File: config.mk
export PLATFORM = sky130hd
export DESIGN_NAME = rtc_bcd_core
export DESIGN_NICKNAME = d
export VERILOG_FILES = /design/src/rtl/rtc_pkg.sv /design/src/rtl/rtc_prescaler.sv /design/src/rtl/rtc_calendar.sv /design/src/rtl/rtc_ctrl.sv /design/src/rtl/rtc_bcd_core.sv
export SDC_FILE = /design/constraint.sdc
export NUM_CORES = 1
export LEC_CHECK = 0
export BUFFER_PORTS_ARGS = -buffer_cell sky130_fd_sc_hd__buf_2
export CAP_MARGIN = 20
export CORE_MARGIN = 4
export CORE_UTILIZATION = 42
export DETAILED_ROUTE_END_ITERATION = 8
export MAX_ROUTING_LAYER = met4
export PLACE_DENSITY = 0.64
export SKIP_LAST_GASP = 1
export SLEW_MARGIN = 20
export SYNTH_ARGS = -nofsm -noshare
export SYNTH_HDL_FRONTEND = slang
export SYNTH_HIERARCHICAL = 1
export SYNTH_SLANG_ARGS = --single-unit
File: constraint.sdc
create_clock -name clk -period 4.1 [get_ports clk]
set_input_delay 0.82 -clock clk [delete_from_list [all_inputs] [get_ports clk]]
set_output_delay 0.82 -clock clk [all_outputs]
set_load 0.005 [all_outputs]
File: src/rtl/rtc_pkg.sv
package rtc_pkg;

  localparam int unsigned OFS_SUB  = 0;
  localparam int unsigned OFS_SEC  = 1;
  localparam int unsigned OFS_MIN  = 2;
  localparam int unsigned OFS_HOUR = 3;
  localparam int unsigned OFS_WDAY = 4;
  localparam int unsigned OFS_MDAY = 5;
  localparam int unsigned OFS_MON  = 6;
  localparam int unsigned OFS_YEAR = 7;
  localparam int unsigned OFS_CENT = 8;
  localparam int unsigned OFS_STAT = 12;
  localparam int unsigned OFS_RUN  = 13;

  // status register bits
  localparam int unsigned ST_FLAG = 7;
  localparam int unsigned ST_IE   = 4;
  // run-control register bits
  localparam int unsigned RC_EN   = 3;
  localparam int unsigned RC_ADJ  = 2;
  localparam int unsigned RC_CLR  = 1;
  localparam int unsigned RC_GO   = 0;

  typedef struct packed {
    logic [7:0] year;
    logic [7:0] mon;
    logic [7:0] mday;
    logic [7:0] wday;
    logic [7:0] hour;
    logic [7:0] min;
    logic [7:0] sec;
  } cal_t;

  function automatic logic [7:0] bcd_inc(input logic [7:0] v);
    logic [7:0] r;
    if (v[3:0] == 4'd9) r = {v[7:4] + 4'd1, 4'd0};
    else                r = {v[7:4], v[3:0] + 4'd1};
    return r;
  endfunction

  // a two-digit BCD year is divisible by 4 when (2*tens + units) mod 4 is 0
  function automatic logic leap_yr(input logic [7:0] y);
    logic [1:0] r;
    r = {y[4], 1'b0} + y[1:0];
    return (r == 2'd0);
  endfunction

  function automatic logic [7:0] month_len(input logic [7:0] m, input logic [7:0] y);
    logic [7:0] r;
    case (m)
      8'h02:                      r = leap_yr(y) ? 8'h29 : 8'h28;
      8'h04, 8'h06, 8'h09, 8'h11: r = 8'h30;
      default:                    r = 8'h31;
    endcase
    return r;
  endfunction

endpackage

File: src/rtl/rtc_prescaler.sv
module rtc_prescaler #(
  parameter int SUB_W = 7
) (
  input  logic             clk,
  input  logic             rst,
  input  logic             run,
  input  logic             tick,
  input  logic             clr,
  output logic [SUB_W-1:0] sub,
  output logic             wrap
);

  logic [SUB_W-1:0] sub_q;

  assign wrap = run & tick & ~clr & (&sub_q);
  assign sub  = sub_q;

  always_ff @(posedge clk) begin
    if (rst)              sub_q <= '0;
    else if (clr)         sub_q <= '0;
    else if (run && tick) sub_q <= sub_q + 1'b1;
  end

endmodule

File: src/rtl/rtc_calendar.sv
module rtc_calendar
  import rtc_pkg::*;
#(
  parameter int AW    = 4,
  parameter bit YEAR4 = 1'b1
) (
  input  logic          clk,
  input  logic          rst,
  input  logic          step,
  input  logic          adj,
  input  logic          ld,
  input  logic [AW-1:0] ld_ofs,
  input  logic [7:0]    ld_val,
  output cal_t          now,
  output logic [7:0]    cent
);

  localparam cal_t CAL_RESET = '{year: 8'h00, mon: 8'h01, mday: 8'h01, wday: 8'h00,
                                 hour: 8'h00, min: 8'h00, sec: 8'h00};

  cal_t nxt;
  logic c_min, c_hour, c_day, c_mon, c_yr, c_cent;

  always_comb begin
    nxt    = now;
    c_min  = 1'b0;
    c_hour = 1'b0;
    c_day  = 1'b0;
    c_mon  = 1'b0;
    c_yr   = 1'b0;
    c_cent = 1'b0;

    if (adj) begin
      nxt.sec = 8'h00;
      c_min   = (now.sec >= 8'h30);
    end else if (step) begin
      if (now.sec == 8'h59) begin
        nxt.sec = 8'h00;
        c_min   = 1'b1;
      end else begin
        nxt.sec = bcd_inc(now.sec);
      end
    end

    if (c_min) begin
      if (now.min == 8'h59) begin
        nxt.min = 8'h00;
        c_hour  = 1'b1;
      end else begin
        nxt.min = bcd_inc(now.min);
      end
    end

    if (c_hour) begin
      if (now.hour == 8'h23) begin
        nxt.hour = 8'h00;
        c_day    = 1'b1;
      end else begin
        nxt.hour = bcd_inc(now.hour);
      end
    end

    if (c_day) begin
      nxt.wday = (now.wday == 8'h06) ? 8'h00 : now.wday + 8'h01;
      if (now.mday == month_len(now.mon, now.year)) begin
        nxt.mday = 8'h01;
        c_mon    = 1'b1;
      end else begin
        nxt.mday = bcd_inc(now.mday);
      end
    end

    if (c_mon) begin
      if (now.mon == 8'h12) begin
        nxt.mon = 8'h01;
        c_yr    = 1'b1;
      end else begin
        nxt.mon = bcd_inc(now.mon);
      end
    end

    if (c_yr) begin
      if (now.year == 8'h99) begin
        nxt.year = 8'h00;
        c_cent   = 1'b1;
      end else begin
        nxt.year = bcd_inc(now.year);
      end
    end

    if (ld) begin
      case (32'(ld_ofs))
        OFS_SEC:  nxt.sec  = ld_val;
        OFS_MIN:  nxt.min  = ld_val;
        OFS_HOUR: nxt.hour = ld_val;
        OFS_WDAY: nxt.wday = ld_val;
        OFS_MDAY: nxt.mday = ld_val;
        OFS_MON:  nxt.mon  = ld_val;
        OFS_YEAR: nxt.year = ld_val;
        default:  ;
      endcase
    end
  end

  always_ff @(posedge clk) begin
    if (rst) now <= CAL_RESET;
    else     now <= nxt;
  end

  generate
    if (YEAR4) begin : g_cent
      logic [7:0] cent_q, cent_d;
      always_comb begin
        cent_d = cent_q;
        if (c_cent) cent_d = (cent_q == 8'h99) ? 8'h00 : bcd_inc(cent_q);
        if (ld && (32'(ld_ofs) == OFS_CENT)) cent_d = ld_val;
      end
      always_ff @(posedge clk) begin
        if (rst) cent_q <= 8'h20;
        else     cent_q <= cent_d;
      end
      assign cent = cent_q;
    end else begin : g_two_digit
      assign cent = 8'h00;
    end
  endgenerate

endmodule

File: src/rtl/rtc_ctrl.sv
module rtc_ctrl
  import rtc_pkg::*;
#(
  parameter int AW = 4
) (
  input  logic          clk,
  input  logic          rst,
  input  logic          wr_en,
  input  logic [AW-1:0] addr,
  input  logic [1:0]    st_bits,   // {flag, ie} write bits
  input  logic [3:0]    rc_bits,   // {en, adj, clr, go} write bits
  input  logic          wrap,
  output logic          go,
  output logic          en,
  output logic          flag,
  output logic          ie,
  output logic          prst,
  output logic          adj,
  output logic          irq
);

  logic wr_st, wr_rc, flag_d, ie_d;

  assign wr_st = wr_en && (32'(addr) == OFS_STAT);
  assign wr_rc = wr_en && (32'(addr) == OFS_RUN);
  assign prst  = wr_rc && rc_bits[RC_CLR];
  assign adj   = wr_rc && rc_bits[RC_ADJ];

  always_comb begin
    flag_d = flag;
    if (wrap)                   flag_d = 1'b1;
    else if (wr_st && !st_bits[1]) flag_d = 1'b0;
    ie_d = wr_st ? st_bits[0] : ie;
  end

  always_ff @(posedge clk) begin
    if (rst) begin
      go   <= 1'b0;
      en   <= 1'b0;
      flag <= 1'b0;
      ie   <= 1'b0;
      irq  <= 1'b0;
    end else begin
      if (wr_rc) begin
        go <= rc_bits[RC_GO];
        en <= rc_bits[RC_EN];
      end
      flag <= flag_d;
      ie   <= ie_d;
      irq  <= flag_d & ie_d;
    end
  end

endmodule

File: src/rtl/rtc_bcd_core.sv
module rtc_bcd_core
  import rtc_pkg::*;
#(
  parameter int AW    = 4,
  parameter bit YEAR4 = 1'b1,
  parameter int SUB_W = 7
) (
  input  logic          clk,
  input  logic          rst,
  input  logic          tick,
  input  logic          wr_en,
  input  logic [AW-1:0] addr,
  input  logic [7:0]    wdata,
  output logic [7:0]    rdata,
  output logic          irq
);

  logic             go, en, run, flag, ie, prst, adj, wrap;
  logic [SUB_W-1:0] sub_q;
  cal_t             now;
  logic [7:0]       cent;
  logic [7:0]       rd_d;

  assign run = go & en;

  rtc_ctrl #(.AW(AW)) u_ctrl (
    .clk     (clk),
    .rst     (rst),
    .wr_en   (wr_en),
    .addr    (addr),
    .st_bits ({wdata[ST_FLAG], wdata[ST_IE]}),
    .rc_bits (wdata[3:0]),
    .wrap    (wrap),
    .go      (go),
    .en      (en),
    .flag    (flag),
    .ie      (ie),
    .prst    (prst),
    .adj     (adj),
    .irq     (irq)
  );

  rtc_prescaler #(.SUB_W(SUB_W)) u_pre (
    .clk  (clk),
    .rst  (rst),
    .run  (run),
    .tick (tick),
    .clr  (prst),
    .sub  (sub_q),
    .wrap (wrap)
  );

  rtc_calendar #(.AW(AW), .YEAR4(YEAR4)) u_cal (
    .clk    (clk),
    .rst    (rst),
    .step   (wrap),
    .adj    (adj),
    .ld     (wr_en & ~go),
    .ld_ofs (addr),
    .ld_val (wdata),
    .now    (now),
    .cent   (cent)
  );

  always_comb begin
    rd_d = 8'h00;
    case (32'(addr))
      OFS_SUB:  rd_d = 8'(sub_q);
      OFS_SEC:  rd_d = now.sec;
      OFS_MIN:  rd_d = now.min;
      OFS_HOUR: rd_d = now.hour;
      OFS_WDAY: rd_d = now.wday;
      OFS_MDAY: rd_d = now.mday;
      OFS_MON:  rd_d = now.mon;
      OFS_YEAR: rd_d = now.year;
      OFS_CENT: rd_d = cent;
      OFS_STAT: begin
        rd_d[ST_FLAG] = flag;
        rd_d[ST_IE]   = ie;
      end
      OFS_RUN: begin
        rd_d[RC_EN] = en;
        rd_d[RC_GO] = go;
      end
      default: rd_d = 8'h00;
    endcase
  end

  always_ff @(posedge clk) begin
    if (rst) rdata <= 8'h00;
    else     rdata <= rd_d;
  end

endmodule

==> key figures <==
Outcome
  • Status: finished clean

Clocking
  • CTS Buf Count: 9
  • Post_cts resized: 0
  • CTS Hold Bufs: 0
  • Clk root buf: clkbuf_16
  • Clock sinks: 84
  • Deepest clock path buffer count: 2
  • Setup bufs post-CTS: 0
  • Worst-Skew Late Latency: 350 ps
  • CTS tree: built
  • Htree depth: 3
  • Reg clk slew, reported paths: 70 ps

Critical path
  • Critical path, cell by cell: buf_2 > and4b_2 > and3_1 > nor4b_1 > nand4b_1 > o21a_1 > nor2_1 > o211ai_2 > or4_1 > a311oi_1
  • CP bufs+invs: 1
  • Maximum fanout along the worst path: 17
  • Startpoint types: primary input
  • Setup CP Type: in2reg
  • Worst EP required: 4360 ps
  • Delay-heaviest family, CP: simple AND/OR/NAND/NOR gates
  • Critical Path Max Stage Delay: 580 ps
  • Slowest cell on the critical path: or4_1
  • CP Data Arrival Time: 3870 ps
  • Crit. End Element: register

Drt
  • DRC: 0
  • Final ANT Viol Nets: 0
  • Post-Route WL: 19.74 mm
  • DR vias/cell: 6.453
  • Met2 WL: 8.862 mm
  • Initial DRC Count: 716
  • Drt wl/cell: 21.04 um
  • Drt pass-1 iters: 5
  • Metal3 WL: 1.355 mm
  • Vias post-DR: 6,053
  • Highest metal used: met4
  • Metal-1 WL: 8.950 mm

Floorplan
  • Site Rows: 43
  • Core area: 0.01393 sq mm
  • Initial Util: 43.05%
  • IO Pins: 25
  • DIE WIDTH: 127.5 um
  • DIE AREA: 0.01626 sq mm
  • Die Height: 127.5 um

Pwr
  • Comb pwr share: 9.3%
  • Power per cell area: 282.0 mW/mm^2
  • Cell internal pwr: 1.326 mW
  • Switching Share: 27.21%
  • Clock power frac: 43.7%
  • Leak: 2.272 nW
  • Switching power: 495.8 uW
  • Sequential fraction of design power: 47.0%
  • Peak supply drop: 0.1920 mV
  • Total power: 1.822 mW

Placed design
  • Dpl cell area: 0.006183 sq mm
  • GPL Wtd Cong: 0.9301
  • Dpl ws: 173.3 ps
  • Port bufs: 24
  • Final HPWL from detailed placement: 13.80 mm

GRT
  • First-pass GRT wire length: 30.82 mm
  • Vias in the first global route: 5,540
  • Total track usage: 24.74%
  • Total congestion overflow: 0
  • Initial antenna violation count: 0
  • Largest net degree at the start of global routing: 41

Synth
  • Number of flops mapped to enable cells by yosys: 0
  • Ys async rst share: 0%
  • Ys Warns: 6
  • Mapped Area: 0.006000 sq mm
  • Ys flop type: dfxtp_1
  • Mapped Avg Cell Area: 7.925 sq um
  • Yosys reg bits: 84
  • Syn nets: 803
  • Register area share after synthesis: 28.03%
  • Unique masters post-synth: 81
  • Cells after Synth: 757

Timing
  • Fmax achieved: 0.2777 GHz
  • Hold Vio Cnt, Final: 0
  • Final TNS setup: 0 ps
  • RSZ-0062 raised after global routing: no
  • Final period utilization: 87.82%
  • Final Setup Violations: 0
  • Fin worst setup slack: 499.5 ps
  • Max transition margin: 45.36%
  • Clock skew: 8.299 ps
  • Final Slew Violations: 0
  • Slew at the pin closest to its max-slew limit: 813.3 ps
  • Min Tclk post-route: 3601 ps

Final layout
  • Area Growth Syn to Fin: 7.696%
  • Fill count: 1,370
  • Share of cells above drive strength 1: 10.69%
  • Layout Nets: 800
  • Diode count: 0
  • Design Area, Final: 0.006461 sq mm

Run
  • Max Cap Viol: 0

Min path
  • Hold crit path type: reg2reg
-- cells by family (layout without fill, tap and decap cells) --
family          after synthesis  count (layout)  synth area share (%)
compound gates              202             202                 23.57
xor+xnor                     14              14                 2.044
buf+inv                      79              80                 6.069
simple gates                323             323                 29.13
fa+ha+maj                    30              30                 6.257
flops                        84              84                 28.03
mux                          25              25                 4.901
-- power by group through the flow --
| stage | clock (mW) | combinational [mW] | sequential [mW] |
|---|---|---|---|
| finish | 0.795 | 0.170 | 0.856 |
| global route | 0.842 | 0.185 | 0.858 |
| CTS | 0.809 | 0.167 | 0.855 |
| detailed placement | 0 | 0.166 | 0.874 |
| global placement | 0 | 0.164 | 0.873 |
| floorplan | 0 | 0.116 | 0.863 |
-- worst register-to-register path, stage by stage (launching register included) --
cell and delay [ps]:
dfxtp_1 390, and2_1 260, nand4_2 190, nor4b_1 450, nand4b_1 340, o21a_1 310, nor2_1 170, o211ai_2 370
or4_1 590, a311oi_1 260
-- metrics by stage --
step           utilization [%]  hold WS (ps)  std cells
6_report                 46.37         507.9        938
4_1_cts                  46.37         510.4        938
3_3_place_gp             44.37         501.7        923
2_1_floorplan                -         455.6        757
3_5_place_dp             44.37         499.9        923
5_1_grt                  46.37         537.8        938
-- flip-flops by register name, summed over array words and instances, names as in the netlist --
register	cells
u_cal/cent	8
rdata	8
u_cal/now	56
u_pre/sub	7
u_ctrl/en	1
u_ctrl/go	1
u_ctrl/flag	1
u_ctrl/ie	1
u_ctrl/irq	1
-- layout make-up --
class	count	area, sq um	share of cell area [%]
flip-flops and latches	84	1682	26.03
repair buffers	37	217.7	3.369
clock buffers	11	252.7	3.912
clock inverters	4	25.02	0.3873
multi-input cells	594	3954	61.19
well taps	180	225.2	3.486
inverters	28	105.1	1.627
-- final timing paths --
kind                  start             to  slack, ps  depth (start not counted)
setup / recovery      wr_en  u_cal/now[55]        500                         10
hold / removal    u_ctrl/en      u_ctrl/en        510                          2
setup reg to reg  u_ctrl/go  u_cal/now[55]        700                          9
hold reg to reg   u_ctrl/en      u_ctrl/en        510                          2
-- cells in the mapped netlist (4+ instances only) --
cell,number,area (sq um)
nor2_1,85,319.1
dfxtp_1,84,1682
nand2_1,52,195.2
o21ai_0,42,210.2
nand3_1,38,190.2
a21oi_1,37,185.2
clkbuf_1,30,112.6
ha_1,30,375.4
inv_1,28,105.1
a211oi_1,20,150.1
a311oi_1,20,175.2
mux2i_1,17,170.2
nor2b_1,17,106.4
nor3_1,17,85.08
a22oi_1,13,97.59
nor4_1,12,75.07
and3_1,11,68.82
or4_1,11,82.58
nand4_1,10,62.56
nor3b_1,10,75.07
or3_1,9,56.30
xor2_1,9,78.83
a31oi_1,8,50.05
buf_2,8,40.04
nand2b_1,7,43.79
nand3b_1,7,52.55
o211ai_1,7,52.55
and2_1,6,37.54
buf_6,6,67.56
o31ai_1,6,45.04
a22o_1,5,43.79
and3b_1,5,43.79
mux2_2,5,56.30
xnor2_1,5,43.79
nor4b_1,4,35.03
o21ai_1,4,20.02
or2_2,4,25.02
-- per-layer routing --
metal / vias to the layer above / track usage, %
li1: 2814 / -
met1: 2969 / 33.00
met2: 230 / 37.32
met3: 40 / 5.727
met4: 0 / 7.571
met5: - / -
-- cell usage in the layout (no fill, tap or decap), drive strengths merged, types with 17 or more instances in the layout --
master / netlist / final
nor2: 85 / 85
nor2b: 17 / 17
ha: 30 / 30
a311oi: 20 / 20
nand3: 39 / 39
a211oi: 21 / 21
a21oi: 37 / 37
buf: 20 / 37
nand2: 52 / 52
mux2i: 17 / 17
inv: 28 / 28
nor3: 17 / 17
o21ai: 46 / 46
dfxtp: 84 / 84
Power figures use the tool's default switching activity.
